[config.mk]
export PLATFORM = sky130hd
export DESIGN_NAME = acc_alu
export DESIGN_NICKNAME = d
export VERILOG_FILES = /design/src/rtl/acc_alu_pkg.sv /design/src/rtl/acc_alu_addsub.sv /design/src/rtl/acc_alu_logic.sv /design/src/rtl/acc_alu_shift.sv /design/src/rtl/acc_alu.sv
export SDC_FILE = /design/constraint.sdc
export NUM_CORES = 1
export LEC_CHECK = 0
export CAP_MARGIN = 15
export CORE_ASPECT_RATIO = 1.2
export CORE_UTILIZATION = 59
export DETAILED_ROUTE_END_ITERATION = 10
export GPL_ROUTABILITY_DRIVEN = 0
export PLACE_DENSITY = 0.88
export SLEW_MARGIN = 25
export SYNTH_ARGS = -nofsm -noshare
export SYNTH_HDL_FRONTEND = slang
export SYNTH_SLANG_ARGS = --single-unit
[constraint.sdc]
create_clock -name clk -period 0.95 [get_ports clk]
set_input_delay 0.095 -clock clk [delete_from_list [all_inputs] [get_ports clk]]
set_output_delay 0.095 -clock clk [all_outputs]
set_load 0.005 [all_outputs]
[src/rtl/acc_alu_pkg.sv]
package acc_alu_pkg;
    localparam int DW = 8;
    localparam int XW = 2 * DW;

    localparam int ST_C = 0;
    localparam int ST_Z = 1;
    localparam int ST_D = 3;
    localparam int ST_V = 6;
    localparam int ST_N = 7;

    typedef enum logic [3:0] {
        OP_ADD = 4'h0,
        OP_SUB = 4'h1,
        OP_CMP = 4'h2,
        OP_AND = 4'h3,
        OP_OR  = 4'h4,
        OP_XOR = 4'h5,
        OP_BIT = 4'h6,
        OP_SHL = 4'h7,
        OP_SHR = 4'h8,
        OP_ROL = 4'h9,
        OP_ROR = 4'hA
    } alu_op_e;
endpackage

[src/rtl/acc_alu_addsub.sv]
module acc_alu_addsub
    import acc_alu_pkg::*;
(
    input  logic [DW-1:0] a,
    input  logic [DW-1:0] m,
    input  logic          cin,
    input  logic          dec,
    input  logic          sub,
    output logic [DW-1:0] res,
    output logic          cout,
    output logic          zf,
    output logic          nf,
    output logic          vf
);
    localparam logic [XW-1:0] BIAS = XW'(16'h0066);
    localparam logic [XW-1:0] HMSK = XW'(16'h0022);

    logic [XW-1:0] eff_m;
    logic [XW-1:0] bin_sum;
    logic [XW-1:0] hc_term;
    logic [XW-1:0] fix;
    logic [XW-1:0] total;
    logic [DW-1:0] ov_vec;

    always_comb begin
        // effective operand, widened; decimal subtract pre-biases it
        eff_m = {{(XW-DW){1'b0}}, (sub ? ~m : m)};
        if (dec && sub) begin
            eff_m = eff_m - BIAS;
        end
        bin_sum = {{(XW-DW){1'b0}}, a} + eff_m + {{(XW-1){1'b0}}, cin};
        zf      = (bin_sum[DW-1:0] == '0);
        nf      = bin_sum[DW-1];
        ov_vec  = (bin_sum[DW-1:0] ^ a) & (bin_sum[DW-1:0] ^ eff_m[DW-1:0]);
        vf      = ov_vec[DW-1];
        // half-carry correction: 0x00, 0x06, 0x60 or 0x66
        hc_term = (((bin_sum + BIAS) ^ {{(XW-DW){1'b0}}, a} ^ eff_m) >> 3) & HMSK;
        fix     = (hc_term << 1) + hc_term;
        total   = dec ? (bin_sum + fix) : bin_sum;
        res     = total[DW-1:0];
        cout    = |total[XW-1:DW];
    end
endmodule

[src/rtl/acc_alu_logic.sv]
module acc_alu_logic
    import acc_alu_pkg::*;
(
    input  logic [3:0]    op,
    input  logic [DW-1:0] a,
    input  logic [DW-1:0] m,
    output logic [DW-1:0] lres,
    output logic [DW-1:0] diff,
    output logic          ge
);
    logic [DW:0] wide_diff;

    always_comb begin
        wide_diff = {1'b0, a} - {1'b0, m};
        diff      = wide_diff[DW-1:0];
        ge        = ~wide_diff[DW];
        case (op)
            OP_OR:   lres = a | m;
            OP_XOR:  lres = a ^ m;
            default: lres = a & m;
        endcase
    end
endmodule

[src/rtl/acc_alu_shift.sv]
module acc_alu_shift
    import acc_alu_pkg::*;
(
    input  logic [3:0]    op,
    input  logic [DW-1:0] a,
    input  logic          cin,
    output logic [DW-1:0] sres,
    output logic          cout
);
    always_comb begin
        case (op)
            OP_SHL: begin
                sres = {a[DW-2:0], 1'b0};
                cout = a[DW-1];
            end
            OP_SHR: begin
                sres = {1'b0, a[DW-1:1]};
                cout = a[0];
            end
            OP_ROL: begin
                sres = {a[DW-2:0], cin};
                cout = a[DW-1];
            end
            OP_ROR: begin
                sres = {cin, a[DW-1:1]};
                cout = a[0];
            end
            default: begin
                sres = a;
                cout = cin;
            end
        endcase
    end
endmodule

[src/rtl/acc_alu.sv]
module acc_alu
    import acc_alu_pkg::*;
(
    input  logic          clk,
    input  logic          rst_n,
    input  logic [DW-1:0] acc_in,
    input  logic [DW-1:0] opnd_in,
    input  logic [DW-1:0] stat_in,
    input  logic [3:0]    op_sel,
    output logic [DW-1:0] res_out,
    output logic [DW-1:0] stat_out
);
    logic [DW-1:0] as_res;
    logic          as_c, as_z, as_n, as_v;
    logic [DW-1:0] lg_res, lg_diff;
    logic          lg_ge;
    logic [DW-1:0] sh_res;
    logic          sh_c;
    logic [DW-1:0] nxt_res, nxt_st;

    acc_alu_addsub u_addsub (
        .a    (acc_in),
        .m    (opnd_in),
        .cin  (stat_in[ST_C]),
        .dec  (stat_in[ST_D]),
        .sub  (op_sel == OP_SUB),
        .res  (as_res),
        .cout (as_c),
        .zf   (as_z),
        .nf   (as_n),
        .vf   (as_v)
    );

    acc_alu_logic u_logic (
        .op   (op_sel),
        .a    (acc_in),
        .m    (opnd_in),
        .lres (lg_res),
        .diff (lg_diff),
        .ge   (lg_ge)
    );

    acc_alu_shift u_shift (
        .op   (op_sel),
        .a    (acc_in),
        .cin  (stat_in[ST_C]),
        .sres (sh_res),
        .cout (sh_c)
    );

    always_comb begin
        nxt_res = acc_in;
        nxt_st  = stat_in;
        unique case (op_sel)
            OP_ADD, OP_SUB: begin
                nxt_res      = as_res;
                nxt_st[ST_C] = as_c;
                nxt_st[ST_Z] = as_z;
                nxt_st[ST_V] = as_v;
                nxt_st[ST_N] = as_n;
            end
            OP_CMP: begin
                nxt_st[ST_C] = lg_ge;
                nxt_st[ST_Z] = (lg_diff == '0);
                nxt_st[ST_N] = lg_diff[DW-1];
            end
            OP_AND, OP_OR, OP_XOR: begin
                nxt_res      = lg_res;
                nxt_st[ST_Z] = (lg_res == '0);
                nxt_st[ST_N] = lg_res[DW-1];
            end
            OP_BIT: begin
                nxt_st[ST_Z] = (lg_res == '0);
                nxt_st[ST_V] = opnd_in[DW-2];
                nxt_st[ST_N] = opnd_in[DW-1];
            end
            OP_SHL, OP_SHR, OP_ROL, OP_ROR: begin
                nxt_res      = sh_res;
                nxt_st[ST_C] = sh_c;
                nxt_st[ST_Z] = (sh_res == '0);
                nxt_st[ST_N] = sh_res[DW-1];
            end
            default: begin
                nxt_res = acc_in;
                nxt_st  = stat_in;
            end
        endcase
    end

    always_ff @(posedge clk or negedge rst_n) begin
        if (!rst_n) begin
            res_out  <= '0;
            stat_out <= '0;
        end else begin
            res_out  <= nxt_res;
            stat_out <= nxt_st;
        end
    end
endmodule

==> impl_results.md, run 1 <==
- Status: stopped before the end
- Failed at: global routing
- Run Error: [ERROR GRT-0116] Global routing finished with congestion. Check the congestion regions in the DRC Viewer.
- Synth warn: 0
- Post-Syn Instances: 336
- Vias in the first global route: 4651
- Tot GR Track Use: 72.7%
- CTS Buf Count: 3
- Deepest clock path buffer count: 2
- Die Y: 76.2 um
- Register area share after synthesis: 14.8%
- Largest net degree at the start of global routing: 31
- Pre-CTS setup slack: -3.47 ns
- Post-synth ARST share: 100%
- Ranking of synthesized cells by area: ha_1, dfrtp_1, xnor2_1
- # IOs: 46
- Top cell type's share of synthesized area: 16.6%
- Global-route wire length before repair: 26.5 mm
- Clock root cell: clkbuf_8
- Distinct cells, synth: slightly above 70
- Largest area contributor in the netlist: ha_1
- Syn avg cell area: 8.05 um2
- Number of flops mapped to enable cells by yosys: 0
- Port bufs: 45
- Starting Density: 62.6%
- Post-Syn Area: 0.00271 mm2
- Final HPWL from detailed placement: slightly below 9 mm
- Clk sink count: 16
- CTS hold repair buffers: 0
- Rows: 26
- Die width: approximately 64 um
- GRT overflow: 77
- H-tree levels: 1
- Main synth FF type: dfrtp_1
- FF+latch count, synth: 16
- Synthesized Nets: 406
[synthesized netlist by cell type (4+ instances only)]
library cell	number
a21oi_1	26
a22oi_1	8
buf_2	5
dfrtp_1	16
fa_1	4
ha_1	36
inv_1	29
mux2i_1	6
nand2_1	26
nand2b_1	5
nand3_1	8
nor2_1	26
nor3_1	5
nor4_1	4
o211ai_1	7
o21ai_0	12
o31ai_1	4
xnor2_1	20
xor2_1	6
[logic make-up after synthesis]
family / synth area share [%]
adders and majority gates: 19.6
AOI/OAI and AO/OA: 26.2
buffers and inverters: 6.33
xor gates and xnor gates: 10.6
muxes: 2.22
and+or+nand+nor: 20.2
DFF: 14.8
[per-layer routing]
metal	overflow	global-route usage [%]
met5	0	0
met3	0	37.6
met2	51	96.4
met1	2	72.5
met4	24	90.5
[metrics by stage]
step	cell area [um2]	std cells	hold slack (ns)	setup TNS, ns
after floorplan	2780	336	-0.201	-26.63
after global placement	4000	528	0.425	-32.24
after detailed placement	4000	528	0.444	-34.60
after CTS	4220	538	0.175	-25.43
[timing repair]
action                                  4_1_cts
pin swaps                                    37
setup buffers                                 7
endpoints found under the setup margin       28
gates resized for setup                      90
==> run 2, diff against run 1 <==
- CORE_ASPECT_RATIO: 1.2 -> unset
- CORE_UTILIZATION: 59 -> 40
- PLACE_DENSITY: 0.88 -> unset
- PLACE_DENSITY_LB_ADDON: unset -> 0.15
==> run 2 against run 1 <==
Effect of this change:
- the flow now finishes, with violations (DRC, setup timing)
- area after synthesis is the same
- synthesized cell count unchanged
==> impl_results.md, run 2 <==
- CTS tree: built
- Clk pin slew, worst setup/hold paths: approximately 0.06 ns
- Post-Syn Area: 0.00271 mm2
- Residual DRC: 9
- CP Capture Type: register
- Full die area: 0.00710 mm2
- Clk sink count: 16
- FF+latch area: 400 um2
- Initial DRC count: roughly 290
- Ranking of synthesized cells by area: ha_1, dfrtp_1, xnor2_1
- Die width: 84.3 um
- Post-Syn Instances: 336
- Biggest regs: res_out (8), stat_out (8)
- Initial antenna violation count: 0
- Starting Density: 42.1%
- ANT nets after route: 0
- Placed Instances: 558
- Deepest clock path buffer count: 2
- Max-Cap Viols: 0
- Worst Path Arrival: 3.73 ns
- Synth warn: 0
- Clock root cell: clkbuf_8
- Period utilisation layout: 376%
- FF+latch count, synth: 16
- 1st-pass router iterations: 8
- Worst min path class: primary input to async pin
- Fin cells: between 500 and 600
- CTS hold repair buffers: 0
- Setup Crit Path Kind: primary input to register
- ANT cells: 0
- H-tree levels: 1
- Ratio of cells with drive above 1 in the final layout: slightly below 40%
- Vias in the first global route: 3110
- Crit path from: op_sel[2]
- Largest area contributor in the netlist: ha_1
- Distinct cells, synth: 71
- Post-synth ARST share: 100%
- Core region area: 0.00642 mm2
- Multi-input gate area: 0.00239 mm2
- Slew Limit Headroom: a little under three quarters
- Global-route wire length before repair: roughly 15 mm
- Commonest non-fill, non-tap cell in the layout: buf_4
- Drt wl/cell: 15.8 um
- # IOs: 46
- Filler Cells Inserted: 516
- Nets: 565
- RSZ-0062 raised after global routing: yes
- Worst hold slack: between 0.15 and 0.2 ns
- Main synth FF type: dfrtp_1
- Final hold vios: 0
- Top-count cell post-synth: ha_1
- Tot GR Track Use: 26.2%
- Top cell type's share of synthesized area: 16.6%
- Violated checks: DRC, setup timing
- Area Growth Syn to Fin: 63.5%
- Syn avg cell area: 8.05 um2
- Routed vias: 3086
- Crit path required time: 1.10 ns
- CTS Buf Count: 3
- Design Power: 5.49 mW
- Worst-margin pin slew: 0.423 ns
- Worst setup margin: -2.63 ns
- Critical Path Fanout Max: 4
- Max Transition Viols Final: 0
- Final HPWL from detailed placement: 7.17 mm
- Cell area power density: 1240 mW/mm2
- Period minus WS final: 3.58 ns
- Highest-count cells in the layout ignoring fill and taps: buf_4, ha_1, nor2_1, nand2_1, inv_1
- Status: complete, but fails checks
- Final setup violation count: 12
- Number of flops mapped to enable cells by yosys: 0
- Die Y: 84.3 um
- Register area share after synthesis: 14.8%
- Largest net degree at the start of global routing: 31
- Rows: 29
- GRT overflow: 0
- Synthesized Nets: approximately 400
- Drt total wl: 9.04 mm
- CP startpoint kind: primary input
- P_leak: 2.06 nW
- Port bufs: 45
- Max frequency: 280 MHz
- DR vias/cell: 5.40
- Peak VDD IR: 911 uV
- Commonest cells in the synthesized netlist: ha_1, inv_1, a21oi_1, nand2_1, nor2_1
-- run 2: cell counts after synthesis --
Identical to the previous run, type by type.
-- run 2: worst max-delay path by stage --
stage                        to  slack [ns]  cells after the start
floorplan           stat_out[0]       -2.87                     18
global placement    stat_out[0]       -3.20                     18
detailed placement  stat_out[0]       -3.28                     19
CTS                 stat_out[0]       -2.57                     20
global route        stat_out[0]       -2.85                     20
finish              stat_out[0]       -2.63                     20
-- run 2: metal layers --
layer	vias up	GRT usage [%]	wire length [um]
li1	1535	-	-
met1	1417	32.2	3840
met3	29	3.15	535
met5	-	0	0
met2	105	46.7	4350
met4	0	9.87	316
-- run 2: cells by family after synthesis --
family | after synthesis | synth area share (%)
muxes | 6 | 2.22
xor gates and xnor gates | 29 | 10.6
adders and majority gates | 40 | 19.6
DFF | 16 | 14.8
and+or+nand+nor | 104 | 20.2
AOI/OAI and AO/OA | 100 | 26.2
buffers and inverters | 41 | 6.33
-- run 2: critical path: stages --
cell and delay [ns]:
buf_6 0.10, nor3_4 0.22, and2_4 0.21, xnor2_2 0.12, fa_2 0.24, inv_2 0.04, fa_2 0.37, a211oi_4 0.29
nor2_2 0.11, xor2_4 0.20, nand2_1 0.07, nor2_1 0.05, o31ai_2 0.23, xor2_1 0.23, ha_1 0.32, a21oi_2 0.16
inv_2 0.07, a31o_4 0.22, a311o_1 0.31, o311ai_1 0.07
-- run 2: final cells by class --
cell class / instances / share of cell area (%)
Sequential cell: 16 / 9.05
Inverter: 29 / 2.46
Timing Repair Buffer: 166 / 31.0
Clock buffer: 4 / 1.24
Tap cell: 77 / 2.18
Multi-Input combinational cell: 279 / 54.1
-- run 2: what timing repair did --
| item | CTS | global route |
|---|---|---|
| resized for setup | 84 | 20 |
| setup endpoints to repair | 28 | 13 |
| setup buffers | 9 | 1 |
| gates cloned | 0 | 0 |
| pin swaps | 26 | 10 |
-- run 2: power by group --
part / internal (mW) / switching (mW)
Combinational: 2.14 / 1.96
Clock: 0.368 / 0.230
Sequential: 0.768 / 0.0223
Total: 3.28 / 2.21
-- run 2: through the flow --
step	instance area, um2	setup TNS, ns	utilization, %	setup WS [ns]
3_3_place_gp	4090	-32.52	63.7	-3.20
2_1_floorplan	2780	-26.63	-	-2.87
6_report	4430	-24.74	68.9	-2.63
5_1_grt	4430	-26.66	68.9	-2.85
3_5_place_dp	4090	-33.11	63.7	-3.28
4_1_cts	4340	-24.12	67.5	-2.57
(Power assumes the default switching activity.)
